--- src/rtl/tw_router_pkg.sv ---
package tw_router_pkg;

  typedef enum logic [1:0] {
    RT_PROM  = 2'd0,
    RT_DDC   = 2'd1,
    RT_LOCAL = 2'd2
  } route_e;

  typedef enum logic [2:0] {
    PH_IDLE   = 3'd0,
    PH_ADDR   = 3'd1,
    PH_IDX    = 3'd2,
    PH_WDATA  = 3'd3,
    PH_RDATA  = 3'd4,
    PH_IGNORE = 3'd5
  } phase_e;

  // local 7-bit device address; strap high gives byte 70h
  function automatic logic [6:0] own_addr7(input logic strap);
    return {6'b011100, ~strap};
  endfunction

  // index advance with wrap at the end of the register space
  function automatic int unsigned wrap_next(input int unsigned i, input int unsigned n);
    return (i + 1 >= n) ? 0 : i + 1;
  endfunction

  // an out-of-range index byte selects location 0
  function automatic int unsigned clamp_index(input int unsigned b, input int unsigned n);
    return (b >= n) ? 0 : b;
  endfunction

endpackage

--- src/rtl/tw_bus_sense.sv ---
module tw_bus_sense #(
  parameter int SYNC = 2
) (
  input  logic clk,
  input  logic rst_n,
  input  logic scl_in,
  input  logic sda_in,
  output logic scl_s,
  output logic sda_s,
  output logic start_ev,
  output logic stop_ev,
  output logic rise_ev,
  output logic fall_ev
);
  logic [SYNC-1:0] scl_ff, sda_ff;
  logic scl_p, sda_p;

  always_ff @(posedge clk or negedge rst_n) begin
    if (!rst_n) begin
      scl_ff <= '1;
      sda_ff <= '1;
      scl_p  <= 1'b1;
      sda_p  <= 1'b1;
    end else begin
      scl_ff <= {scl_ff[SYNC-2:0], scl_in};
      sda_ff <= {sda_ff[SYNC-2:0], sda_in};
      scl_p  <= scl_ff[SYNC-1];
      sda_p  <= sda_ff[SYNC-1];
    end
  end

  assign scl_s    = scl_ff[SYNC-1];
  assign sda_s    = sda_ff[SYNC-1];
  assign start_ev = scl_s & scl_p & sda_p & ~sda_s;
  assign stop_ev  = scl_s & scl_p & ~sda_p & sda_s;
  assign rise_ev  = scl_s & ~scl_p;
  assign fall_ev  = ~scl_s & scl_p;

endmodule

--- src/rtl/tw_byte_engine.sv ---
module tw_byte_engine
  import tw_router_pkg::*;
#(
  parameter int NREGS = 18,
  parameter int IW    = 5
) (
  input  logic          clk,
  input  logic          rst_n,
  input  logic          scl_s,
  input  logic          sda_s,
  input  logic          start_ev,
  input  logic          stop_ev,
  input  logic          rise_ev,
  input  logic          fall_ev,
  input  logic [6:0]    own_addr,
  input  logic          allow_claim,
  input  logic [7:0]    rd_data,
  output logic [IW-1:0] idx_o,
  output logic          wr_stb,
  output logic [IW-1:0] wr_idx,
  output logic [7:0]    wr_data,
  output logic          claim_ev,
  output logic          sda_drv
);
  phase_e      phase;
  logic [3:0]  bit_cnt;
  logic [7:0]  shreg, tx_q;
  logic        claimed, rw_q, ack_bit;
  logic [IW-1:0] idx_q;
  logic [7:0]  byte_in;
  logic        active;

  assign byte_in = {shreg[6:0], sda_s};
  assign active  = (phase != PH_IDLE) && (phase != PH_IGNORE);
  assign idx_o   = idx_q;

  always_ff @(posedge clk or negedge rst_n) begin
    if (!rst_n) begin
      phase    <= PH_IDLE;
      bit_cnt  <= '0;
      shreg    <= '0;
      tx_q     <= '0;
      claimed  <= 1'b0;
      rw_q     <= 1'b0;
      ack_bit  <= 1'b1;
      idx_q    <= '0;
      wr_stb   <= 1'b0;
      wr_idx   <= '0;
      wr_data  <= '0;
      claim_ev <= 1'b0;
      sda_drv  <= 1'b0;
    end else begin
      wr_stb   <= 1'b0;
      claim_ev <= 1'b0;
      if (start_ev) begin
        phase   <= PH_ADDR;
        bit_cnt <= '0;
        claimed <= 1'b0;
        sda_drv <= 1'b0;
      end else if (stop_ev) begin
        phase   <= PH_IDLE;
        bit_cnt <= '0;
        claimed <= 1'b0;
        sda_drv <= 1'b0;
      end else if (active && rise_ev) begin
        if (bit_cnt < 4'd8) begin
          shreg   <= byte_in;
          bit_cnt <= bit_cnt + 4'd1;
        end else if (bit_cnt == 4'd8) begin
          ack_bit <= sda_s;
          bit_cnt <= 4'd9;
        end
        if (bit_cnt == 4'd7) begin
          case (phase)
            PH_ADDR: begin
              if (byte_in[7:1] == own_addr && allow_claim) begin
                claimed  <= 1'b1;
                rw_q     <= byte_in[0];
                claim_ev <= 1'b1;
              end else begin
                phase <= PH_IGNORE;
              end
            end
            PH_IDX: begin
              idx_q <= IW'(clamp_index(32'(byte_in), NREGS));
              phase <= PH_WDATA;
            end
            PH_WDATA: begin
              wr_stb  <= 1'b1;
              wr_idx  <= idx_q;
              wr_data <= byte_in;
              idx_q   <= IW'(wrap_next(32'(idx_q), NREGS));
            end
            default: ;
          endcase
        end
      end else if (active && fall_ev) begin
        if (bit_cnt == 4'd8) begin
          sda_drv <= claimed && (phase != PH_RDATA);
        end else if (bit_cnt == 4'd9) begin
          bit_cnt <= '0;
          sda_drv <= 1'b0;
          case (phase)
            PH_ADDR: begin
              if (rw_q) begin
                phase   <= PH_RDATA;
                tx_q    <= rd_data;
                sda_drv <= ~rd_data[7];
                idx_q   <= IW'(wrap_next(32'(idx_q), NREGS));
              end else begin
                phase <= PH_IDX;
              end
            end
            PH_RDATA: begin
              if (!ack_bit) begin
                tx_q    <= rd_data;
                sda_drv <= ~rd_data[7];
                idx_q   <= IW'(wrap_next(32'(idx_q), NREGS));
              end else begin
                phase <= PH_IGNORE;
              end
            end
            default: ;
          endcase
        end else if (phase == PH_RDATA && bit_cnt >= 4'd1 && bit_cnt <= 4'd7) begin
          tx_q    <= {tx_q[6:0], 1'b0};
          sda_drv <= ~tx_q[6];
        end
      end
    end
  end


  sda_scl_low_chk: assert property (@(posedge clk) disable iff (!rst_n)
    ($past(scl_s) && !$past(start_ev) && !$past(stop_ev)) |-> $stable(sda_drv));


  ack_claimed_chk: assert property (@(posedge clk) disable iff (!rst_n)
    $rose(sda_drv) |-> claimed);

endmodule

--- src/rtl/tw_reg_bank.sv ---
module tw_reg_bank #(
  parameter int NREGS = 18,
  parameter int IW    = 5
) (
  input  logic          clk,
  input  logic          rst_n,
  input  logic          wr_stb,
  input  logic [IW-1:0] wr_idx,
  input  logic [7:0]    wr_data,
  input  logic [IW-1:0] rd_idx,
  output logic [7:0]    rd_data
);
  logic [7:0] regs [NREGS];

  for (genvar g = 0; g < NREGS; g++) begin : g_reg
    logic [7:0] q;
    always_ff @(posedge clk or negedge rst_n) begin
      if (!rst_n)                              q <= '0;
      else if (wr_stb && wr_idx == IW'(g))     q <= wr_data;
    end
    assign regs[g] = q;
  end

  assign rd_data = regs[rd_idx];


  wr_lands_chk: assert property (@(posedge clk) disable iff (!rst_n)
    wr_stb |=> regs[$past(wr_idx)] == $past(wr_data));

endmodule

--- src/rtl/tw_route_ctl.sv ---
module tw_route_ctl
  import tw_router_pkg::*;
(
  input  logic clk,
  input  logic rst_n,
  input  logic start_ev,
  input  logic stop_ev,
  input  logic claim_ev,
  input  logic cmd_wr,
  input  logic cmd_ddc,
  output logic allow_claim,
  output logic prom_en,
  output logic ddc_en
);
  route_e route_q, pend_q;
  logic   pend_v, seen_start;

  always_ff @(posedge clk or negedge rst_n) begin
    if (!rst_n) begin
      route_q    <= RT_PROM;
      pend_q     <= RT_PROM;
      pend_v     <= 1'b0;
      seen_start <= 1'b0;
    end else begin
      if (start_ev) seen_start <= 1'b1;
      if (cmd_wr) begin
        pend_q <= cmd_ddc ? RT_DDC : RT_PROM;
        pend_v <= 1'b1;
      end
      if (claim_ev && route_q == RT_PROM) route_q <= RT_LOCAL;
      if (stop_ev) begin
        seen_start <= 1'b0;
        if (pend_v) begin
          route_q <= pend_q;
          pend_v  <= 1'b0;
        end else if (route_q == RT_DDC && seen_start) begin
          route_q <= RT_LOCAL;
        end
      end
    end
  end

  assign allow_claim = (route_q != RT_DDC);
  assign prom_en     = (route_q == RT_PROM);
  assign ddc_en      = (route_q == RT_DDC);


  claim_cut_chk: assert property (@(posedge clk) disable iff (!rst_n)
    (claim_ev && prom_en) |=> (!prom_en && !ddc_en));


  route_stable_chk: assert property (@(posedge clk) disable iff (!rst_n)
    (!stop_ev && !claim_ev) |=> $stable(route_q));


  ddc_return_chk: assert property (@(posedge clk) disable iff (!rst_n)
    (ddc_en && stop_ev && seen_start && !pend_v) |=> (!ddc_en && !prom_en));


  ddc_bare_stop_chk: assert property (@(posedge clk) disable iff (!rst_n)
    (ddc_en && stop_ev && !seen_start && !pend_v) |=> ddc_en);

endmodule

--- src/rtl/tw_bus_router.sv ---
module tw_bus_router
  import tw_router_pkg::*;
#(
  parameter  int NREGS     = 18,
  parameter  int ROUTE_IDX = 16,
  parameter  int SYNC      = 2,
  localparam int IW        = $clog2(NREGS)
) (
  input  logic          clk,
  input  logic          rst_n,
  input  logic          scl_in,
  input  logic          sda_in,
  input  logic          strap_as,
  output logic          prom_en,
  output logic          ddc_en,
  output logic          sda_pull,
  output logic          reg_wr_stb,
  output logic [IW-1:0] reg_wr_idx,
  output logic [7:0]    reg_wr_data
);
  logic scl_s, sda_s, start_ev, stop_ev, rise_ev, fall_ev;
  logic allow_claim, claim_ev, cmd_wr;
  logic [IW-1:0] cur_idx;
  logic [7:0]    rd_data;

  tw_bus_sense #(.SYNC(SYNC)) u_sense (
    .clk(clk), .rst_n(rst_n), .scl_in(scl_in), .sda_in(sda_in),
    .scl_s(scl_s), .sda_s(sda_s), .start_ev(start_ev), .stop_ev(stop_ev),
    .rise_ev(rise_ev), .fall_ev(fall_ev)
  );

  tw_byte_engine #(.NREGS(NREGS), .IW(IW)) u_engine (
    .clk(clk), .rst_n(rst_n), .scl_s(scl_s), .sda_s(sda_s),
    .start_ev(start_ev), .stop_ev(stop_ev), .rise_ev(rise_ev), .fall_ev(fall_ev),
    .own_addr(own_addr7(strap_as)), .allow_claim(allow_claim), .rd_data(rd_data),
    .idx_o(cur_idx), .wr_stb(reg_wr_stb), .wr_idx(reg_wr_idx), .wr_data(reg_wr_data),
    .claim_ev(claim_ev), .sda_drv(sda_pull)
  );

  tw_reg_bank #(.NREGS(NREGS), .IW(IW)) u_bank (
    .clk(clk), .rst_n(rst_n), .wr_stb(reg_wr_stb), .wr_idx(reg_wr_idx),
    .wr_data(reg_wr_data), .rd_idx(cur_idx), .rd_data(rd_data)
  );

  assign cmd_wr = reg_wr_stb && (reg_wr_idx == IW'(ROUTE_IDX));

  tw_route_ctl u_route (
    .clk(clk), .rst_n(rst_n), .start_ev(start_ev), .stop_ev(stop_ev),
    .claim_ev(claim_ev), .cmd_wr(cmd_wr), .cmd_ddc(reg_wr_data[0]),
    .allow_claim(allow_claim), .prom_en(prom_en), .ddc_en(ddc_en)
  );


  reset_route_chk: assert property (@(posedge clk)
    $rose(rst_n) |-> (prom_en && !ddc_en && !sda_pull));

endmodule

--- config.mk ---
export PLATFORM = sky130hd
export DESIGN_NAME = tw_bus_router
export DESIGN_NICKNAME = d
export VERILOG_FILES = /design/src/rtl/tw_router_pkg.sv /design/src/rtl/tw_bus_sense.sv /design/src/rtl/tw_byte_engine.sv /design/src/rtl/tw_reg_bank.sv /design/src/rtl/tw_route_ctl.sv /design/src/rtl/tw_bus_router.sv
export SDC_FILE = /design/constraint.sdc
export NUM_CORES = 1
export LEC_CHECK = 0
export BUFFER_PORTS_ARGS = -buffer_cell sky130_fd_sc_hd__buf_2
export CAP_MARGIN = 20
export CORE_MARGIN = 5
export CORE_UTILIZATION = 34
export CTS_BUF_LIST = sky130_fd_sc_hd__clkbuf_16
export CTS_CLUSTER_DIAMETER = 100
export DETAILED_ROUTE_END_ITERATION = 12
export PLACE_DENSITY_LB_ADDON = 0.2
export SYNTH_ARGS = -nofsm -noshare
export SYNTH_HDL_FRONTEND = slang
export SYNTH_SLANG_ARGS = --single-unit
export TNS_END_PERCENT = 1
--- constraint.sdc ---
create_clock -name clk -period 3.4 [get_ports clk]
set_input_delay 0.17 -clock clk [delete_from_list [all_inputs] [get_ports clk]]
set_output_delay 0.17 -clock clk [all_outputs]
set_load 0.02 [all_outputs]
# [Word level (Yosys, flattened, before mapping)]
# Cells that the tools add are included.
[totals] ff_bits=201 inputBits=5
[classes] n_lt_le_gt_ge=6 reduce_logical=54 n_eq_ne=44 n_addsub=2 muxes=76 n_bitwise=20
[ops] operator="$mux 5" n=9
[ops] operator="$bmux 8 s5" n=1
[ops] operator="$eq 5x4->1 const B" n=8
[ops] operator="$mux 1" n=32
[ops] operator="$mux 4" n=8
[ops] operator="$mux 3" n=10
[ops] operator="$mux 7" n=4
[ops] operator="$logic_and 1x1->1" n=27
[ops] operator="$ne 3x3->1 const B" n=7
[ops] operator="$reduce_bool 3->1" n=7
[ops] operator="$eq 5x3->1 const B" n=4
[ops] operator="$pmux 5 s2" n=2
[ops] operator="$mux 8" n=2
[ops] operator="$ne 5x5->1 const B" n=3
[ops] operator="$pmux 7 s2" n=1
[ops] operator="$not 1->1" n=12
[ops] operator="$pmux 3 s2" n=2
[ops] operator="$reduce_and 4->1" n=3
[ops] operator="$eq 5x2->1 const B" n=2
[ops] operator="$eq 5x5->1 const B" n=2
[ops] operator="$reduce_and 10->1" n=1
[ops] operator="$reduce_and 5->1" n=2
[ops] operator="$reduce_bool 5->1" n=2
[ops] operator="$reduce_and 9->1" n=1
[ops] operator="other kinds (34)" n=50

# [Longest topological paths before layout]
[logic_depth] word_depth=13 depth_mapped=9 mapped_depth_nobuf=8

# [Cells and area by module]
# A second synthesis with hierarchy kept.
[unflattened] cells_unflattened=738 hier_area_um2=9880.7
[by_module_without_submodules] mod="tw_reg_bank" area_per_inst_um2=6772.7 n_inst=1 cells_each=427
[by_module_without_submodules] mod="tw_byte_engine" area_per_inst_um2=2661.3 n_inst=1 cells_each=276
[by_module_without_submodules] mod="tw_route_ctl" area_per_inst_um2=221.5 n_inst=1 cells_each=20
[by_module_without_submodules] mod="tw_bus_sense" area_per_inst_um2=192.7 n_inst=1 cells_each=10
[by_module_without_submodules] mod="tw_bus_router" area_per_inst_um2=32.5 n_inst=1 cells_each=5

# [Worst setup path before layout]
# Ideal clock, no wire load.
[synth_path] kind="register -> register" from="register u_engine.idx_q[0] (netlist: u_engine.idx_o[0])" to="register u_engine.sda_drv" slack_ns=1.288 arrival_time_ns=2.011 path_buffers=3 path_stages_with_launch=8 cell_sequence="dfrtp_1 -> buf_2 -> buf_2 -> buf_2 -> mux2_2 -> a211oi_1 -> o311ai_0 -> o32ai_1"
[synth_between] elab_chain_cells=13
[synth_rtl] item="start: declaration" line="tw_byte_engine.sv:29" source="logic [IW-1:0] idx_q;"
[synth_rtl] item="start signal: assignment" line="tw_byte_engine.sv:85" source="idx_q <= IW'(clamp_index(32'(byte_in), NREGS));"
[synth_rtl] item="start signal: assignment" line="tw_byte_engine.sv:92" source="idx_q <= IW'(wrap_next(32'(idx_q), NREGS));"
[synth_rtl] item="start signal: assignment" line="tw_byte_engine.sv:109" source="idx_q <= IW'(wrap_next(32'(idx_q), NREGS));"
[synth_rtl] item="$not 5->6 (implied by the code) (*)" line="tw_reg_bank.sv:24" source="assign rd_data = regs[rd_idx];"
[synth_rtl] item="$bmux 8 s5 (*)" line="tw_reg_bank.sv:24"
[synth_rtl] item="$mux 8 (implied by the code) (*) (2 in a row)" line="tw_reg_bank.sv:24"
[synth_rtl] item="$not 1->1 (*)" line="tw_byte_engine.sv:108, tw_byte_engine.sv:117"
[synth_rtl] item="$mux 1, on equally long branches" line="tw_byte_engine.sv:115, tw_byte_engine.sv:105"
[synth_rtl] item="$pmux 1 s2 (*)" line="tw_byte_engine.sv:103" source="case (phase)"
[synth_rtl] item="$mux 1 (*)" line="tw_byte_engine.sv:100" source="end else if (bit_cnt == 4'd9) begin"
[synth_rtl] item="$mux 1 (*)" line="tw_byte_engine.sv:98" source="if (bit_cnt == 4'd8) begin"
[synth_rtl] item="$mux 1 (*)" line="tw_byte_engine.sv:97" source="end else if (active && fall_ev) begin"
[synth_rtl] item="$mux 1 (*)" line="tw_byte_engine.sv:65" source="end else if (active && rise_ev) begin"
[synth_rtl] item="$mux 1 (*)" line="tw_byte_engine.sv:60" source="end else if (stop_ev) begin"
[synth_rtl] item="$mux 1 (*)" line="tw_byte_engine.sv:55" source="if (start_ev) begin"
[synth_rtl] item="end signal: assignment" line="tw_byte_engine.sv:99" source="sda_drv <= claimed && (phase != PH_RDATA);"
[synth_rtl] item="end signal: assignment" line="tw_byte_engine.sv:108" source="sda_drv <= ~rd_data[7];"
[synth_rtl] item="end signal: assignment" line="tw_byte_engine.sv:117" source="sda_drv <= ~rd_data[7];"
[synth_rtl] item="end: declaration" line="tw_byte_engine.sv:23" source="output logic sda_drv"
# Every way passes the cells marked *; elsewhere a longest branch is shown, timed or not. The select of a mux whose other input is x is not followed.
# A chain may end at the register's enable or synchronous reset.

# [Worst setup path in the final report]
[layout_path] from="register u_engine.idx_q[1] (netlist: u_engine.idx_o[1])" to="register u_engine.tx_q[1]"
[layout_between] elab_chain_cells=7
[layout_rtl] item="$not 5->6 (implied by the code) (*)" line="tw_reg_bank.sv:24"
[layout_rtl] item="$bmux 8 s5 (*)" line="tw_reg_bank.sv:24"
[layout_rtl] item="$mux 8 (implied by the code) (*) (2 in a row)" line="tw_reg_bank.sv:24"
[layout_rtl] item="$mux 7, on equally long branches" line="tw_byte_engine.sv:115, tw_byte_engine.sv:105"
[layout_rtl] item="$pmux 7 s2 (*)" line="tw_byte_engine.sv:103"
[layout_rtl] item="$mux 7 (*)" line="tw_byte_engine.sv:100"
[layout_rtl] item="end signal: assignment" line="tw_byte_engine.sv:107" source="tx_q <= rd_data;"
[layout_rtl] item="end signal: assignment" line="tw_byte_engine.sv:116" source="tx_q <= rd_data;"
[layout_rtl] item="end signal: assignment" line="tw_byte_engine.sv:126" source="tx_q <= {tx_q[6:0], 1'b0};"
[layout_rtl] item="end: declaration" line="tw_byte_engine.sv:27" source="logic [7:0] shreg, tx_q;"
# Marks and branches as above.

==> impl_results.md <==
- WP data required: 3.72 ns
- Worst Max-Slew Pin Slew: 0.900 ns
- Placed Cells incl. Taps: 1,038
- Via/cell ratio: 5.31
- Setup TNS: 0 ns
- Total placed instance area: 9860 sq um
- Gpl congestion: 0.792
- Worst-Skew Late Latency: 0.44 ns
- I/O Pins: 22
- Synth Instances: 679
- Cts repair resizes: 0
- Clock Sink Count: 199
- Fin nets: 694
- Largest net degree at the start of global routing: 102
- Arrival time at the worst endpoint: 2.93 ns
- Initial DRT Pass Iterations: 4
- Max transition margin: 40.0%
- Finished Cell Area: 10,500 sq um
- Run status: finished clean
- Residual DRC count: 0
- Critical path type: flip-flop to flip-flop
- Fraction of layout cells with a size suffix above 1: 41.6%
- Crit path top cell by count: o21ai_0
- Final setup vio count: 0
- P&R area growth vs syn: 11.1%
- Die H: 176 um
- Clock buffer depth: 2
- Max-slew violations: 0
- Final Util: 38.0%
- Cell variety after synth: 71
- Vias after detailed routing: 5,696
- Most common cell after layout, fill and taps aside: dfrtp_1
- EDFF count, synth: 0
- Mapped cell area: 9420 sq um
- Delay-heaviest family, CP: compound AO/OA/AOI/OAI gates
- Die width: 176 um
- CP Capture Type: flip-flop
- First-pass GRT wire length: 36.3 mm
- Post-synth ARST share: 100%
- Crit-path max cell delay: 0.88 ns
- Grt total ovfl: 0
- H-tree Lvls: 4
- Post-route minimum period: 2.62 ns
- RSZ-0062 raised after global routing: false
- Crit path launch type: flip-flop
- Clk root buf: clkbuf_16
- Drt wl/cell: 21.3 um
- Max Clock Freq: 382 MHz
- Power density cells: 564 nW/um^2
- Port Buffers: 21
- Clock Skew: 0.0118 ns
- DP HPWL: 15.2 mm
- Seq/Total Area, Yosys: 53.0%
- Seq. cell area: 4990 sq um
- Maxcap violations: 0
- Clock slew at reported path FFs: 0.07 ns
- Multi-input gate area: 4150 sq um
- Core Area: 27,600 sq um
- CTS tree: built
- Leak: 0.00487 uW
- Buf/Inv on CP: 0
- Commonest non-fill, non-tap cells in the layout: dfrtp_1 (191), mux2_2 (174), mux4_2 (33)
- Slowest-stage cell, CP: dfrtp_1
- GRT Total Usage: 15.2%
- Antenna violations before repair: 0
- ANT cells: 0
- Maximum vdd drop: 378 uV
- Initial Util: 34.2%
- Row cnt: 61
- Final Cycle Share: 77.0%
- Overall routed net length: 22.8 mm
- Hold Slack: 0.339 ns
- Ys flop type: dfrtp_1
- Crit path cell chain: mux4_2 -> a221oi_1 -> o221ai_1 -> o21ai_0 -> o21ai_0
- Syn_nets: 690
- CP max FO: 18
- Yosys warns: 0
- Hold Crit Class: input port to flip-flop
- Die footprint: 31,100 sq um
- Vias in the first global route: 6,102
- Fill count: 2,578
- Post-DRT Antenna Nets: 0
- Fin. Hold Viols: 0
- TritonCTS buffer count: 17
- #FFs+latches synth: 199
- Post-Layout Cell Count: 1,073
- Synthesized area per cell: 13.9 sq um
- Initial DRC count: 343
## worst min-delay path, stage by stage
cell	delay [ns]
buf_2	0.09
xnor2_1	0.12
nor3_1	0.06
nand4b_1	0.19
nor2_1	0.09
## final cells by class
| type | count | share of cell area [%] |
|---|---|---|
| tap | 378 | 4.52 |
| sequential | 199 | 47.7 |
| clock buffer | 17 | 4.07 |
| inverter | 16 | 0.574 |
| multi-input combinational | 418 | 39.7 |
| clock inverter | 14 | 1.33 |
| timing repair buffer | 31 | 2.12 |
## report_power, final
part / internal, uW / total (uW) / switching [uW]
Clock: 1030 / 1990 / 963
Sequential: 2480 / 2860 / 374
Combinational: 507 / 1050 / 546
## metal layers
| layer | global-route usage [%] | wire, um | share of wire, % |
|---|---|---|---|
| met4 | 5.09 | 437 | 1.9 |
| met3 | 2.25 | 702 | 3.1 |
| met1 | 20.3 | 10100 | 44 |
| met2 | 25.7 | 11600 | 51 |
| met5 | 0 | 0 | 0 |
## state kept, by name, indices dropped and copies added (netlist names), 2 cells and up
register          flops
u_engine.bit_cnt      4
u_engine.phase        3
u_sense.scl_ff        2
u_sense.sda_ff        2
u_route.route_q       2
u_engine.wr_data      8
u_engine.wr_idx       5
u_engine.shreg        7
u_bank.g.q          144
u_engine.idx_o        5
u_engine.tx_q         7
## metrics by stage
step	total power (uW)	worst slack, ns
3_3_place_gp	3930	0.798
3_5_place_dp	3970	0.804
5_1_grt	6170	0.699
2_1_floorplan	3630	1.29
6_report	5900	0.783
4_1_cts	5970	0.769
## kinds of logic after synthesis
group           count (synthesis)  share of synthesized area [%]
xor+xnor                        6                          0.558
fa+ha+maj                       6                          0.797
compound gates                 83                           6.62
mux                           221                           30.2
buf+inv                        62                           2.94
flops                         199                           53.0
simple gates                  102                           5.91
## Yosys cell counts (4+ instances only)
| cell type | n | area (sq um) |
|---|---|---|
| dfrtp_1 | 192 | 4800 |
| mux2_2 | 174 | 1960 |
| mux4_2 | 33 | 743 |
| nand2_1 | 32 | 120 |
| o21ai_0 | 24 | 120 |
| clkbuf_1 | 20 | 75.1 |
| nor2_1 | 20 | 75.1 |
| inv_1 | 16 | 60.1 |
| a21oi_1 | 13 | 65.1 |
| mux2i_1 | 11 | 110 |
| buf_1 | 10 | 37.5 |
| buf_2 | 10 | 50.1 |
| nor2b_1 | 9 | 56.3 |
| dfstp_2 | 7 | 184 |
| nand3_1 | 7 | 35.0 |
| ha_1 | 6 | 75.1 |
| o221ai_1 | 6 | 52.6 |
| a221oi_1 | 5 | 43.8 |
| a2bb2oi_1 | 4 | 35.0 |
## worst paths after layout
path,from,end,slack (ns),depth (start not counted)
worst max-delay path,u_engine.idx_o[1],u_engine.tx_q[1],0.78,5
worst min-delay path,strap_as,u_engine.claim_ev,0.34,5
worst max register to register,u_engine.idx_o[1],u_engine.tx_q[1],0.78,5
worst min register to register,u_sense.scl_ff[0],u_sense.scl_ff[1],0.36,0
max in group asynchronous,rst_n,u_bank.g_reg[1].q[7],2.08,3
min in group asynchronous,rst_n,u_engine.wr_stb,0.40,2
## what timing repair did
item | in CTS | in global routing
hold endpoints to repair | 94 | 0
setup buffers | 0 | 0
hold buffers | 3 | 0
Note: power is estimated with default switching activity, not from simulation.
